`config.mk`:
```
export PLATFORM = sky130hd
export DESIGN_NAME = phy_pll_bringup
export DESIGN_NICKNAME = d
export VERILOG_FILES = /design/src/rtl/phy_bringup_pkg.sv /design/src/rtl/phy_bringup_timer.sv /design/src/rtl/phy_bringup_tries.sv /design/src/rtl/phy_bringup_cmd.sv /design/src/rtl/phy_pll_bringup.sv
export SDC_FILE = /design/constraint.sdc
export NUM_CORES = 1
export LEC_CHECK = 0
export ABC_AREA = 1
export ABC_CLOCK_PERIOD_IN_PS = 3170
export BUFFER_PORTS_ARGS = -buffer_cell sky130_fd_sc_hd__buf_2
export CORE_ASPECT_RATIO = 1.25
export CORE_MARGIN = 2
export CORE_UTILIZATION = 59
export DETAILED_ROUTE_END_ITERATION = 12
export HOLD_SLACK_MARGIN = 0.12
export PLACE_DENSITY = 0.88
export SYNTH_ARGS = -nofsm -noshare
export SYNTH_HDL_FRONTEND = slang
export SYNTH_SLANG_ARGS = --single-unit
```
`constraint.sdc`:
```
create_clock -name clk -period 3.17 [get_ports clk]
set_input_delay 0.317 -clock clk [delete_from_list [all_inputs] [get_ports clk]]
set_output_delay 0.317 -clock clk [all_outputs]
set_load 0.01 [all_outputs]
```
`src/rtl/phy_bringup_pkg.sv`:
```
package phy_bringup_pkg;

  typedef enum logic [3:0] {
    ST_IDLE, ST_CFG, ST_PREWAIT, ST_RST_ADDR, ST_RST_WR,
    ST_POLL_WAIT, ST_POLL_ADDR, ST_POLL_RD, ST_SETTLE,
    ST_READY, ST_FAULT, ST_DOWN
  } seq_state_t;

  typedef enum logic [1:0] {
    OP_ADDR  = 2'd0,
    OP_WRITE = 2'd1,
    OP_READ  = 2'd2,
    OP_NONE  = 2'd3
  } cr_op_t;

  typedef enum logic [1:0] {
    ERR_NONE      = 2'd0,
    ERR_HANDSHAKE = 2'd1,
    ERR_LOCK      = 2'd2
  } err_code_t;

  localparam logic [15:0] REG_CLK_RESET = 16'h7F3F;
  localparam logic [15:0] REG_LANE_STAT = 16'h2003;
  localparam logic [15:0] VAL_PHY_RESET = 16'h0001;
  localparam int unsigned LOCK_BIT      = 1;

  function automatic int unsigned max3(int unsigned a, int unsigned b, int unsigned c);
    int unsigned m;
    m = (a > b) ? a : b;
    return (m > c) ? m : c;
  endfunction

  function automatic logic lock_reported(logic [15:0] rd);
    return rd[LOCK_BIT];
  endfunction

  function automatic logic is_cmd_state(seq_state_t s);
    return (s == ST_RST_ADDR) || (s == ST_RST_WR) ||
           (s == ST_POLL_ADDR) || (s == ST_POLL_RD);
  endfunction

  function automatic cr_op_t cmd_kind(seq_state_t s);
    case (s)
      ST_RST_ADDR, ST_POLL_ADDR: return OP_ADDR;
      ST_RST_WR:                 return OP_WRITE;
      ST_POLL_RD:                return OP_READ;
      default:                   return OP_NONE;
    endcase
  endfunction

  function automatic logic [15:0] cmd_payload(seq_state_t s);
    case (s)
      ST_RST_ADDR:  return REG_CLK_RESET;
      ST_RST_WR:    return VAL_PHY_RESET;
      ST_POLL_ADDR: return REG_LANE_STAT;
      default:      return 16'h0000;
    endcase
  endfunction

endpackage

```
`src/rtl/phy_bringup_timer.sv`:
```
module phy_bringup_timer #(
  parameter int unsigned W = 8
) (
  input  logic         clk,
  input  logic         rst_n,
  input  logic         load,
  input  logic [W-1:0] load_val,
  output logic         expired
);
  logic [W-1:0] cnt;

  always_ff @(posedge clk) begin
    if (!rst_n)          cnt <= '0;
    else if (load)       cnt <= load_val;
    else if (cnt != '0)  cnt <= cnt - 1'b1;
  end

  assign expired = (cnt == '0);
endmodule

```
`src/rtl/phy_bringup_tries.sv`:
```
module phy_bringup_tries #(
  parameter int unsigned MAX_TRIES = 10,
  localparam int unsigned CW = $clog2(MAX_TRIES) + 1
) (
  input  logic clk,
  input  logic rst_n,
  input  logic clear,
  input  logic bump,
  output logic last
);
  logic [CW-1:0] cnt;

  always_ff @(posedge clk) begin
    if (!rst_n)     cnt <= '0;
    else if (clear) cnt <= '0;
    else if (bump)  cnt <= cnt + 1'b1;
  end

  assign last = (cnt == CW'(MAX_TRIES - 1));
endmodule

```
`src/rtl/phy_bringup_cmd.sv`:
```
module phy_bringup_cmd
  import phy_bringup_pkg::*;
(
  input  seq_state_t  st,
  output logic        req,
  output logic [1:0]  op,
  output logic [15:0] wdata
);
  always_comb begin
    req   = is_cmd_state(st);
    op    = cmd_kind(st);
    wdata = cmd_payload(st);
  end
endmodule

```
`src/rtl/phy_pll_bringup.sv`:
```
module phy_pll_bringup
  import phy_bringup_pkg::*;
#(
  parameter int unsigned PRE_WAIT_CYC  = 7500,
  parameter int unsigned POLL_WAIT_CYC = 7500,
  parameter int unsigned SETTLE_CYC    = 75000,
  parameter int unsigned MAX_POLLS     = 10
) (
  input  logic        clk,
  input  logic        rst_n,
  input  logic        enable,
  input  logic        power_down,
  input  logic        cmd_done,
  input  logic        cmd_fail,
  input  logic [15:0] cmd_rdata,
  output logic        cmd_req,
  output logic [1:0]  cmd_op,
  output logic [15:0] cmd_wdata,
  output logic        cfg_en,
  output logic        pll_clk_en,
  output logic        pddq,
  output logic        ready,
  output logic        error,
  output logic [1:0]  err_code
);
  localparam int unsigned LONGEST = max3(PRE_WAIT_CYC, POLL_WAIT_CYC, SETTLE_CYC);
  localparam int unsigned TW      = $clog2(LONGEST) + 1;

  seq_state_t st, nxt;
  err_code_t  err_q, fault_code;
  logic       cfg_q, pll_q, pddq_q;

  logic          tmr_load, tmr_expired;
  logic [TW-1:0] tmr_val;
  logic          tries_clr, tries_bump, tries_last;

  // named events for the checker
  logic hs_fault, rd_ok, lock_hit, poll_giveup;

  phy_bringup_cmd u_cmd (
    .st    (st),
    .req   (cmd_req),
    .op    (cmd_op),
    .wdata (cmd_wdata)
  );

  phy_bringup_timer #(.W(TW)) u_tmr (
    .clk      (clk),
    .rst_n    (rst_n),
    .load     (tmr_load),
    .load_val (tmr_val),
    .expired  (tmr_expired)
  );

  phy_bringup_tries #(.MAX_TRIES(MAX_POLLS)) u_tries (
    .clk   (clk),
    .rst_n (rst_n),
    .clear (tries_clr),
    .bump  (tries_bump),
    .last  (tries_last)
  );

  assign hs_fault    = cmd_req & cmd_fail;
  assign rd_ok       = (st == ST_POLL_RD) & cmd_done & ~cmd_fail;
  assign lock_hit    = rd_ok &  lock_reported(cmd_rdata);
  assign poll_giveup = rd_ok & ~lock_reported(cmd_rdata) & tries_last;

  always_comb begin
    nxt        = st;
    tmr_load   = 1'b0;
    tmr_val    = '0;
    tries_clr  = 1'b0;
    tries_bump = 1'b0;
    fault_code = ERR_NONE;
    if (power_down) begin
      nxt = ST_DOWN;
    end else begin
      case (st)
        ST_IDLE: if (enable) nxt = ST_CFG;
        ST_CFG: begin
          nxt      = ST_PREWAIT;
          tmr_load = 1'b1;
          tmr_val  = TW'(PRE_WAIT_CYC - 1);
        end
        ST_PREWAIT: if (tmr_expired) nxt = ST_RST_ADDR;
        ST_RST_ADDR: begin
          if (hs_fault) begin
            nxt = ST_FAULT; fault_code = ERR_HANDSHAKE;
          end else if (cmd_done) nxt = ST_RST_WR;
        end
        ST_RST_WR: begin
          if (hs_fault) begin
            nxt = ST_FAULT; fault_code = ERR_HANDSHAKE;
          end else if (cmd_done) begin
            nxt       = ST_POLL_WAIT;
            tmr_load  = 1'b1;
            tmr_val   = TW'(POLL_WAIT_CYC - 1);
            tries_clr = 1'b1;
          end
        end
        ST_POLL_WAIT: if (tmr_expired) nxt = ST_POLL_ADDR;
        ST_POLL_ADDR: begin
          if (hs_fault) begin
            nxt = ST_FAULT; fault_code = ERR_HANDSHAKE;
          end else if (cmd_done) nxt = ST_POLL_RD;
        end
        ST_POLL_RD: begin
          if (hs_fault) begin
            nxt = ST_FAULT; fault_code = ERR_HANDSHAKE;
          end else if (lock_hit) begin
            nxt      = ST_SETTLE;
            tmr_load = 1'b1;
            tmr_val  = TW'(SETTLE_CYC - 1);
          end else if (poll_giveup) begin
            nxt = ST_FAULT; fault_code = ERR_LOCK;
          end else if (rd_ok) begin
            nxt        = ST_POLL_WAIT;
            tmr_load   = 1'b1;
            tmr_val    = TW'(POLL_WAIT_CYC - 1);
            tries_bump = 1'b1;
          end
        end
        ST_SETTLE: if (tmr_expired) nxt = ST_READY;
        ST_READY:  if (!enable) nxt = ST_IDLE;
        ST_FAULT:  if (!enable) nxt = ST_IDLE;
        ST_DOWN:   nxt = ST_DOWN;
        default:   nxt = ST_IDLE;
      endcase
    end
  end

  always_ff @(posedge clk) begin
    if (!rst_n) begin
      st     <= ST_IDLE;
      cfg_q  <= 1'b0;
      pll_q  <= 1'b0;
      pddq_q <= 1'b0;
      err_q  <= ERR_NONE;
    end else begin
      st <= nxt;
      if (nxt != st) begin
        case (nxt)
          ST_CFG:     cfg_q <= 1'b1;
          ST_PREWAIT: pll_q <= 1'b1;
          ST_IDLE: begin
            cfg_q <= 1'b0; pll_q <= 1'b0; err_q <= ERR_NONE;
          end
          ST_FAULT: begin
            cfg_q <= 1'b0; pll_q <= 1'b0; err_q <= fault_code;
          end
          ST_DOWN: begin
            cfg_q <= 1'b0; pll_q <= 1'b0; pddq_q <= 1'b1; err_q <= ERR_NONE;
          end
          default: ;
        endcase
      end
    end
  end

  assign cfg_en     = cfg_q;
  assign pll_clk_en = pll_q;
  assign pddq       = pddq_q;
  assign ready      = (st == ST_READY);
  assign error      = (st == ST_FAULT);
  assign err_code   = err_q;
endmodule

```
# Word-level counts from Yosys, hierarchy flattened
# Cells that the tools add are included.
dict set report classes {
  n_reduce_logical 21
  bitwise 9
  n_addsub 2
  n_mux 52
  eq_ne 17
}
# operator count
set ops {}
lappend ops {{4-bit 2-to-1 mux} 16}
lappend ops {{13-bit 2-to-1 mux} 4}
lappend ops {{17-bit 2-to-1 mux} 3}
lappend ops {{17-bit case mux with 3 select lines} 1}
lappend ops {{15-bit case mux with 3 select lines} 1}
lappend ops {{4-bit case mux with 11 select lines} 1}
lappend ops {{18-bit 2-to-1 mux} 2}
lappend ops {{4-bit == test (second input constant)} 6}
lappend ops {{18-bit zero test} 1}
lappend ops {{18-bit nonzero test} 1}
lappend ops {{18-bit by 1-bit subtractor with 18-bit output (second input constant)} 1}
lappend ops {{4-bit by 3-bit == test with 1-bit output (second input constant)} 4}
lappend ops {{1-bit 2-to-1 mux} 14}
lappend ops {{4-bit by 2-bit == test with 1-bit output (second input constant)} 3}
lappend ops {{4-bit by 1-bit == test with 1-bit output (second input constant)} 2}
lappend ops {{4-bit zero test} 2}
lappend ops {{2-bit 2-to-1 mux} 4}
lappend ops {{2-bit case mux with 2 select lines} 2}
lappend ops {{2-bit AND reduction} 4}
lappend ops {{2-bit nonzero test} 4}
lappend ops {{2-bit OR reduction} 4}
lappend ops {{1-bit bitwise AND} 6}
lappend ops {{2-bit case mux with 3 select lines} 1}
lappend ops {{3-bit OR reduction} 2}
lappend ops {{other kinds (7)} 12}
dict set report totals {
  word_cells 108
  register_bits 32
  inputBits 22
  output_inout_bits 26
}

# Logic depth before layout (Yosys ltp)
# Gate-level depths: netlist of run 1.
dict set report logic_depth {
  word_depth 14
  depth_mapped 17
  depth_no_buf 17
}

# Cells and area by module
# From an unflattened synthesis of run 1, not the netlist that was laid out.
dict set report unflattened {
  hier_cells 437
  area_unflattened_um2 2680.1
}
# module cells_per_inst seq_area_each_um2 instances area_each_um2
set modules_own_cells {}
lappend modules_own_cells {phy_bringup_timer 207 360.3 1 1246.2}
lappend modules_own_cells {phy_pll_bringup 160 180.2 1 972.2}
lappend modules_own_cells {phy_bringup_tries 33 100.1 1 241.5}
lappend modules_own_cells {phy_bringup_cmd 37 0.0 1 220.2}

# Worst setup path before layout of run 1
# Ideal clock, no wire load.
dict set report synth_path {
  path_kind {register -> register}
  from {register st[0]}
  to {register err_q[0] (netlist: err_code[0])}
  path_slack_ns 1.163
  path_buffers 0
  setup_ns 0.115
  t_arrival_ns 1.892
  t_required_ns 3.055
  stages_incl_launch_ff 14
  period_less_slack_ns 2.007
  cell_sequence {dfxtp_1 -> nand2_4 -> nor2_2 -> nor2_4 -> nand2_4 -> nand2_2 -> nand2_2 -> nand3_2 -> nor2_4 -> nand3_2 -> nand2_2 -> nand3_4 -> a21oi_1 -> nor2_1}
}
dict set report synth_via {
  word_cells_on_any_way 53
  classes_between {eq/ne (14); mux (23); bitwise (6); reduce/logical (10)}
}
# element line_no
set synth_rtl {}
lappend synth_rtl {{from (decl)} phy_pll_bringup.sv:29} ;# seq_state_t st, nxt;
lappend synth_rtl {{from (signal assigned)} phy_pll_bringup.sv:140} ;# st <= nxt;
lappend synth_rtl {{4-bit by 2-bit == test with 1-bit output or 4-bit by 3-bit == test with 1-bit output (tied branches)} phy_bringup_pkg.sv:38} ;# return (s == ST_RST_ADDR) || (s == ST_RST_WR) ||
lappend synth_rtl {{1-bit logical OR (2 in series)} phy_bringup_pkg.sv:38}
lappend synth_rtl {{1-bit logical OR *} phy_bringup_pkg.sv:39} ;# (s == ST_POLL_ADDR) || (s == ST_POLL_RD);
lappend synth_rtl {{net cmd_req} phy_pll_bringup.sv:16} ;# output logic cmd_req,
lappend synth_rtl {{1-bit bitwise AND *} phy_pll_bringup.sv:63} ;# assign hs_fault = cmd_req & cmd_fail;
lappend synth_rtl {{4-bit 2-to-1 mux (on tied branches)} --}
lappend synth_rtl {{4-bit case mux with 11 select lines} phy_pll_bringup.sv:78} ;# case (st)
lappend synth_rtl {{4-bit 2-to-1 mux} phy_pll_bringup.sv:75} ;# if (power_down) begin
lappend synth_rtl {{4-bit == test or 4-bit zero test (tied branches)} phy_pll_bringup.sv:142} ;# case (nxt)
lappend synth_rtl {{2-bit OR reduction (no line)} --}
lappend synth_rtl {{2-bit nonzero test (no line)} --}
lappend synth_rtl {{2-bit AND reduction (no line)} --}
lappend synth_rtl {{to (signal assigned)} phy_pll_bringup.sv:146} ;# cfg_q <= 1'b0; pll_q <= 1'b0; err_q <= ERR_NONE;
lappend synth_rtl {{to (signal assigned)} phy_pll_bringup.sv:149} ;# cfg_q <= 1'b0; pll_q <= 1'b0; err_q <= fault_code;
lappend synth_rtl {{to (signal assigned)} phy_pll_bringup.sv:152} ;# cfg_q <= 1'b0; pll_q <= 1'b0; pddq_q <= 1'b1; err_q <= ERR_NONE;
lappend synth_rtl {{to (decl)} phy_pll_bringup.sv:30} ;# err_code_t err_q, fault_code;
# Mark *: on every way through the listed nets, which the timed path passes. The rest lies on a longest branch.
# A chain may end at the register's enable or synchronous reset.

# Worst setup path in the final report of run 1
dict set report layout_path {
  from {register st[1]}
  to {register u_tmr.cnt[3]}
}
dict set report layout_via {
  elab_chain_cells 11
  word_cells_on_any_way 30
  classes_between {eq/ne (5); mux (15); bitwise (6); reduce/logical (4)}
}
# element line_no
set layout_rtl {}
lappend layout_rtl {{4-bit by 3-bit == test with 1-bit output} {phy_bringup_pkg.sv:39, phy_pll_bringup.sv:64, phy_pll_bringup.sv:78}}
lappend layout_rtl {{1-bit bitwise AND (2 in series)} phy_pll_bringup.sv:64} ;# assign rd_ok = (st == ST_POLL_RD) & cmd_done & ~cmd_fail;
lappend layout_rtl {{1-bit bitwise AND (2 in series)} phy_pll_bringup.sv:66} ;# assign poll_giveup = rd_ok & ~lock_reported(cmd_rdata) & tries_last;
lappend layout_rtl {{13-bit 2-to-1 mux or 1-bit 2-to-1 mux (tied branches)} phy_pll_bringup.sv:114} ;# end else if (poll_giveup) begin
lappend layout_rtl {{17-bit 2-to-1 mux or 1-bit 2-to-1 mux (tied branches)} phy_pll_bringup.sv:110} ;# end else if (lock_hit) begin
lappend layout_rtl {{17-bit 2-to-1 mux or 1-bit 2-to-1 mux (tied branches)} phy_pll_bringup.sv:108} ;# if (hs_fault) begin
lappend layout_rtl {{17-bit case mux with 3 select lines or 1-bit case mux with 3 select lines (tied branches)} phy_pll_bringup.sv:78}
lappend layout_rtl {{17-bit 2-to-1 mux or 1-bit 2-to-1 mux (tied branches)} phy_pll_bringup.sv:75}
lappend layout_rtl {{18-bit 2-to-1 mux or 2-bit nonzero test (tied branches)} --}
lappend layout_rtl {{to (signal assigned)} phy_bringup_timer.sv:14} ;# else if (load) cnt <= load_val;
lappend layout_rtl {{to (signal assigned)} phy_bringup_timer.sv:15} ;# else if (cnt != '0) cnt <= cnt - 1'b1;
lappend layout_rtl {{to (decl)} phy_bringup_timer.sv:10} ;# logic [W-1:0] cnt;
# Several ways; a longest one is shown, not always the timed one.

==> metrics.txt, run 1 <==
status=finished, final reports clean; Die Ht=73.84 um; Period Utilization, post-route=0.7670; post-CTS sizing=0; top post-synthesis cells by count=72 x nand2_1, 55 x nor2_1, 43 x inv_1; GR Overflow Total=0; clock sink total=32; Yosys cell types=35; r2r setup slk=approximately 0.74 ns; CTS Buf Count=5; Cells after DPL=410; CTS root buf=clkbuf_8; Fin. Hold Viols=0; CP Capture Type=register; Final nets=a little over 400; gpl congestion=0.9280; crit-path max FO=15; width of the die=between 50 and 60 um; TritonCTS clock tree=yes; synthesized area per cell=6.485 um^2; FFs w/ async S/R, synth=0; clock transition at the registers of the reported paths=approximately 0.070 ns; Power, Total=between 0.0015 and 0.002 W; clock latency on the worst-skew pair=between 0.2 and 0.3 ns; ANT nets after route=0; Hold-fix buffers, CTS=0; layout cell share with drive strength beyond 1=0.1931; synthesis-stage register bit count=32; power per cell area=742.1 nW/um^2; Synth area leader=dfxtp_1; H-tree depth=2; arrival time at the worst endpoint=2.64 ns; post-synth top area share=0.2783; Post-route DRC=0; Finished Layout Cells=around 420; Worst Hold Depth=3; setup TNS=0 ns; Util after Layout=0.6633; Layout area overhead=8.152%; die area=~4400 um^2; port bufs=29; min Tclk post-route=2.432 ns; initial antenna violation count=0; All-Layer GR Usage=0.2444; first drt pass iteration count=4; vias in the first global route=about 2,000; Hold WS=about 0.36 ns; worst-path cell chain=inv_1, nand2_2, nor2_2, nand3_1, nand3_1, nand2_1, nand2_2, nand2_1, a31oi_1; maximum clock frequency=411.3 MHz; Most used DFF post-synth=dfxtp_1; first-pass GRT wire length=between 8000 and 9000 um; met3 usage=0.04754; Worst Skew=roughly 0.0095 ns; cell count after synthesis=approximately 360; startpoint types=register; Ys Warns=0; crit path kind=register to register; Worst path slowest cell=dfxtp_1; critical path's largest stage delay=0.40 ns; I/O Pins=48; Mapped Area=2302 um^2; Least-Margin Pin Slew=around 0.69 ns; Avg WL per Cell=between 10 and 15 um; final WL=5002 um; GRT met1 Usage=0.2508; Relative slew margins=0.5338; R2R cell count=9; Max-Cap Viols=0; vias per cell=between 5 and 6; cell with the most instances after synthesis=nand2_1; largest net degree at the start of global routing=19; grt peak-use layer=met2; Pleak=around 1.3 nW; Area contributors post-synth=dfxtp_1 28%, nand2_1 12%, nor2_1 9.0%; CTS Buffer Depth=2; Rows=25; CP required=around 3.4 ns; DP HPWL=about 3900 um; RSZ-0062 raised after global routing=false; number of synthesized flops with an enable pin=0; met2 usage=0.4614; ant diodes=0; via count=around 2,200; initial core utilization=0.6133; final setup fails=0; initial drt markers=between 70 and 80; max-slew violation count=0; post-synthesis sequential area ratio=0.2783; Core ar.=3754 um^2; Post-CTS Setup Inserts=0; Max VDD drop=between 0.3 and 0.4 mV; Hold Crit Class=input port to register
[through the flow]
| step | worst slack (ns) | area [um^2] |
|---|---|---|
| finish | 0.7385 | 2490 |
| global route | 0.5414 | 2490 |
| CTS | 0.7477 | 2490 |
| detailed placement | 0.8202 | 2397 |
| global placement | 0.8684 | 2397 |
| floorplan | 1.163 | 2310 |
[state kept, by name, indices dropped and copies added, names as in the netlist]
name         count
u_tmr.cnt       18
u_tries.cnt      5
st               4
err_code         2
cfg_en           1
pddq             1
pll_clk_en       1
[cells by family (layout without fill, tap and decap cells)]
kind of cell	after synthesis	in the layout	synth area share
xor gates and xnor gates	13	13	0.04946
and+or+nand+nor	193	193	0.4049
adders and majority gates	4	4	0.02174
other	1	3	0.001629
DFF	32	32	0.2783
buffers and inverters	67	88	0.1315
AOI/OAI and AO/OA	45	45	0.1125
[worst paths after layout]
kind / startpoint / to
worst min-delay path: rst_n / u_tmr.cnt[6]
worst max register to register: st[1] / u_tmr.cnt[3]
worst min register to register: cfg_en / cfg_en
worst max-delay path: st[1] / u_tmr.cnt[3]
[placed cells by master (no fill, tap or decap), types with 5 or more instances in the layout]
| cell | n |
|---|---|
| a21oi_1 | 24 |
| a31oi_1 | 8 |
| buf_2 | 29 |
| clkbuf_8 | 6 |
| dfxtp_1 | 32 |
| inv_1 | 43 |
| inv_2 | 5 |
| nand2_1 | 72 |
| nand2_2 | 8 |
| nand3_1 | 18 |
| nand4_1 | 8 |
| nor2_1 | 55 |
| nor2_2 | 5 |
| nor3_1 | 8 |
| o21ai_0 | 6 |
| xor2_1 | 11 |
[layer usage]
metal,up-vias,part of all wire
met1,975,0.39
met4,0,0.024
met3,11,0.054
met5,-,0
li1,1173,-
met2,65,0.53
[power breakdown]
part	leakage, nW	switching, W	internal (W)
sequential	0.263	0.000103	0.000514
combinational	0.998	0.000559	0.000347
clock	0.0510	0.000152	0.000173
total	1.31	0.000814	0.00103
[area by class of cell]
type,count,area (um^2)
repair buffers,30,152.6
clock inverters,2,10.01
multi-input cells,258,1366
fillers,335,1264
inverters,50,187.7
flip-flops and latches,32,640.6
clock buffers,6,82.58
well taps,40,50.05
[worst max-delay path: cells and delay by family, from the launching register on]
family	cells	cell delay [ns]
flip-flops	1	0.40
AND/OR/NAND/NOR	7	1.49
AO/OA/AOI/OAI	1	0.25
buffers and inverters	1	0.20
Power figures use the tool's default switching activity.
==> run 2: changes to the inputs <==
--- a/config.mk
+++ b/config.mk
@@ -6,14 +6,14 @@
 export NUM_CORES = 1
 export LEC_CHECK = 0
 export ABC_AREA = 1
-export ABC_CLOCK_PERIOD_IN_PS = 3170
+export ABC_CLOCK_PERIOD_IN_PS = 2300
 export BUFFER_PORTS_ARGS = -buffer_cell sky130_fd_sc_hd__buf_2
 export CORE_ASPECT_RATIO = 1.25
 export CORE_MARGIN = 2
-export CORE_UTILIZATION = 59
+export CORE_UTILIZATION = 55
 export DETAILED_ROUTE_END_ITERATION = 12
 export HOLD_SLACK_MARGIN = 0.12
-export PLACE_DENSITY = 0.88
+export PLACE_DENSITY = 0.83
 export SYNTH_ARGS = -nofsm -noshare
 export SYNTH_HDL_FRONTEND = slang
 export SYNTH_SLANG_ARGS = --single-unit
==> constraint.sdc (replaced) <==
create_clock -name clk -period 2.3 [get_ports clk]
set_input_delay 0.23 -clock clk [delete_from_list [all_inputs] [get_ports clk]]
set_output_delay 0.23 -clock clk [all_outputs]
set_load 0.01 [all_outputs]
==> run 2 against run 1 <==
Via count increased by 1.2%. Core utilization shrank 2.7 points. Sequential cell count did not move. Final cell count is 5.5% higher. Worst setup slack got worse by 0.54 ns. Cell area up 3.9%.
==> metrics.txt, run 2 (synthesized netlist as in run 1, its figures left out) <==
Core ar.=4066 um^2 (was 3754 um^2); TritonCTS clock tree=yes (unchanged); vias per cell=5.102 (was 5.321); Worst Skew=0.004313 ns (was 0.009488 ns); Relative slew margins=0.5895 (was 0.5338); Placement Cell Area=2447 um^2 (was 2397 um^2); initial drt markers=141 (was 76); crit path kind=register to register (unchanged); initial core utilization=0.5662 (was 0.6133); Reg with most FFs=u_tmr.cnt (unchanged); fin area=2586 um^2 (was 2490 um^2); gpl congestion=0.9366 (was 0.9280); CP required=2.49 ns (was 3.38 ns); Fin. Hold Viols=0 (unchanged); Max VDD drop=0.4088 mV (was 0.3058 mV); most common cell after layout, fill and taps aside=nand2_1 (unchanged); CP Capture Type=register (unchanged); Avg WL per Cell=11.85 um (was 11.97 um); Period Utilization, post-route=0.9125 (was 0.7670); Final nets=410 (was 403); CTS Buffer Depth=2 (unchanged); ANT nets after route=0 (unchanged); final WL=5226 um (was 5002 um); clock sink total=32 (unchanged); first drt pass iteration count=4 (unchanged); GR Overflow Total=0 (unchanged); I/O Pins=48 (unchanged); DP HPWL=3993 um (was 3851 um); Least-Margin Pin Slew=0.6092 ns (was 0.6919 ns); CTS Buf Count=5 (unchanged); layout cell share with drive strength beyond 1=0.2286 (was 0.1931); Post-route DRC=0 (unchanged); max-slew violation count=0 (unchanged); most frequent cells in the layout=70 x nand2_1, 54 x nor2_1, 43 x inv_1, 31 x dfxtp_1, 29 x buf_2 (was 72 x nand2_1, 55 x nor2_1, 43 x inv_1, 32 x dfxtp_1, 29 x buf_2); Hold WS=0.2935 ns (was 0.3605 ns); largest registers=u_tmr.cnt x18, u_tries.cnt x5, st x4 (unchanged); ant diodes=0 (unchanged); setup TNS=0 ns (unchanged); power per cell area=1013 nW/um^2 (was 742.1 nW/um^2); crit-path max FO=7 (was 15); via count=2,250 (was 2,224); H-tree depth=2 (unchanged); largest net degree at the start of global routing=19 (unchanged); Pleak=1.343 nW (was 1.312 nW); Layout area overhead=12.34% (was 8.152%); clock latency on the worst-skew pair=0.29 ns (about the same); RSZ-0062 raised after global routing=false (unchanged); port bufs=29 (unchanged); status=finished, final reports clean (unchanged); Hold Crit Class=input port to register (unchanged); CTS root buf=clkbuf_8 (unchanged); die area=4722 um^2 (was 4421 um^2); Hold-fix buffers, CTS=0 (unchanged); final setup fails=0 (unchanged); arrival time at the worst endpoint=2.29 ns (was 2.64 ns); Rows=26 (was 25); max reg flops=18 (unchanged); maximum clock frequency=476.5 MHz (was 411.3 MHz); All-Layer GR Usage=0.2431 (was 0.2444); Util after Layout=0.6360 (was 0.6633); vias in the first global route=2,169 (was 1,966); min Tclk post-route=2.099 ns (was 2.432 ns); startpoint types=register (unchanged); initial antenna violation count=0 (unchanged); Die Ht=76.34 um (was 73.84 um); width of the die=61.87 um (was 59.87 um); Max-Cap Viols=0 (unchanged); first-pass GRT wire length=8901 um (was 8176 um); clock transition at the registers of the reported paths=0.07 ns (about the same); Fillers=364 (was 335)
[run 2: changes by cell type in the layout (fill, tap and decap cells not counted), moves of 2 or more]
cell and delta:
a21oi_1 -2, buf_4 +7, nand2_1 -2, nand2_2 +2, a21oi_2 +2
[run 2: layout make-up]
class / instances / area [um^2] / area share
clock inverters: 2 / 10.01 / 0.003870
multi-input cells: 258 / 1389 / 0.5370
flip-flops and latches: 32 / 641.9 / 0.2482
clock buffers: 6 / 82.58 / 0.03193
repair buffers: 37 / 205.2 / 0.07934
well taps: 56 / 70.07 / 0.02709
inverters: 50 / 187.7 / 0.07257
[run 2: critical path: stages (launching register included)]
cell and delay, ns:
dfxtp_1 0.51, nand2_4 0.15, nor3_4 0.27, o21ai_2 0.12, nand2_1 0.12, nand2_1 0.10
a21oi_1 0.28, nand2_1 0.11, nand2_2 0.13, nand3_1 0.10, nand2_1 0.07, nor2_1 0.04
[run 2: worst paths after layout]
check                                 start  slack, ns  cells after the start      endpoint
worst max-delay path                  st[0]       0.20                     11   err_code[1]
worst min-delay path                  rst_n       0.29                      3  u_tmr.cnt[6]
worst max register to register        st[0]       0.20                     11   err_code[1]
worst min register to register  err_code[0]       0.48                      2   err_code[0]
[run 2: metal layers]
layer  wire length (um)  up-vias  global-route usage
met5                  0        -                   0
met4                127        0             0.09787
met3                204       14             0.03226
met2               2787       49              0.4295
met1               2107     1006              0.2795
li1                   -     1181                   -
[run 2: timing repair]
item | in CTS | in global routing
endpoints found under the setup margin | 0 | 5
resized for setup | 0 | 8
buffers inserted | 0 | 3
[run 2: where the power goes]
part	total [W]	switching [W]	internal (W)
clock	0.000458	0.000220	0.000239
sequential	0.000853	0.000145	0.000708
combinational	0.00131	0.000788	0.000520
total	0.00262	0.00115	0.00147
[run 2: per-stage QoR]
step                      worst slack, ns  total power, W  instances
final                              0.2012        0.002619        441
after global placement             0.1723        0.002091        430
after floorplan                    0.2929        0.001858        357
after CTS                          0.1564        0.002581        438
after detailed placement           0.1702        0.002118        430
after global routing             0.004221        0.002863        441
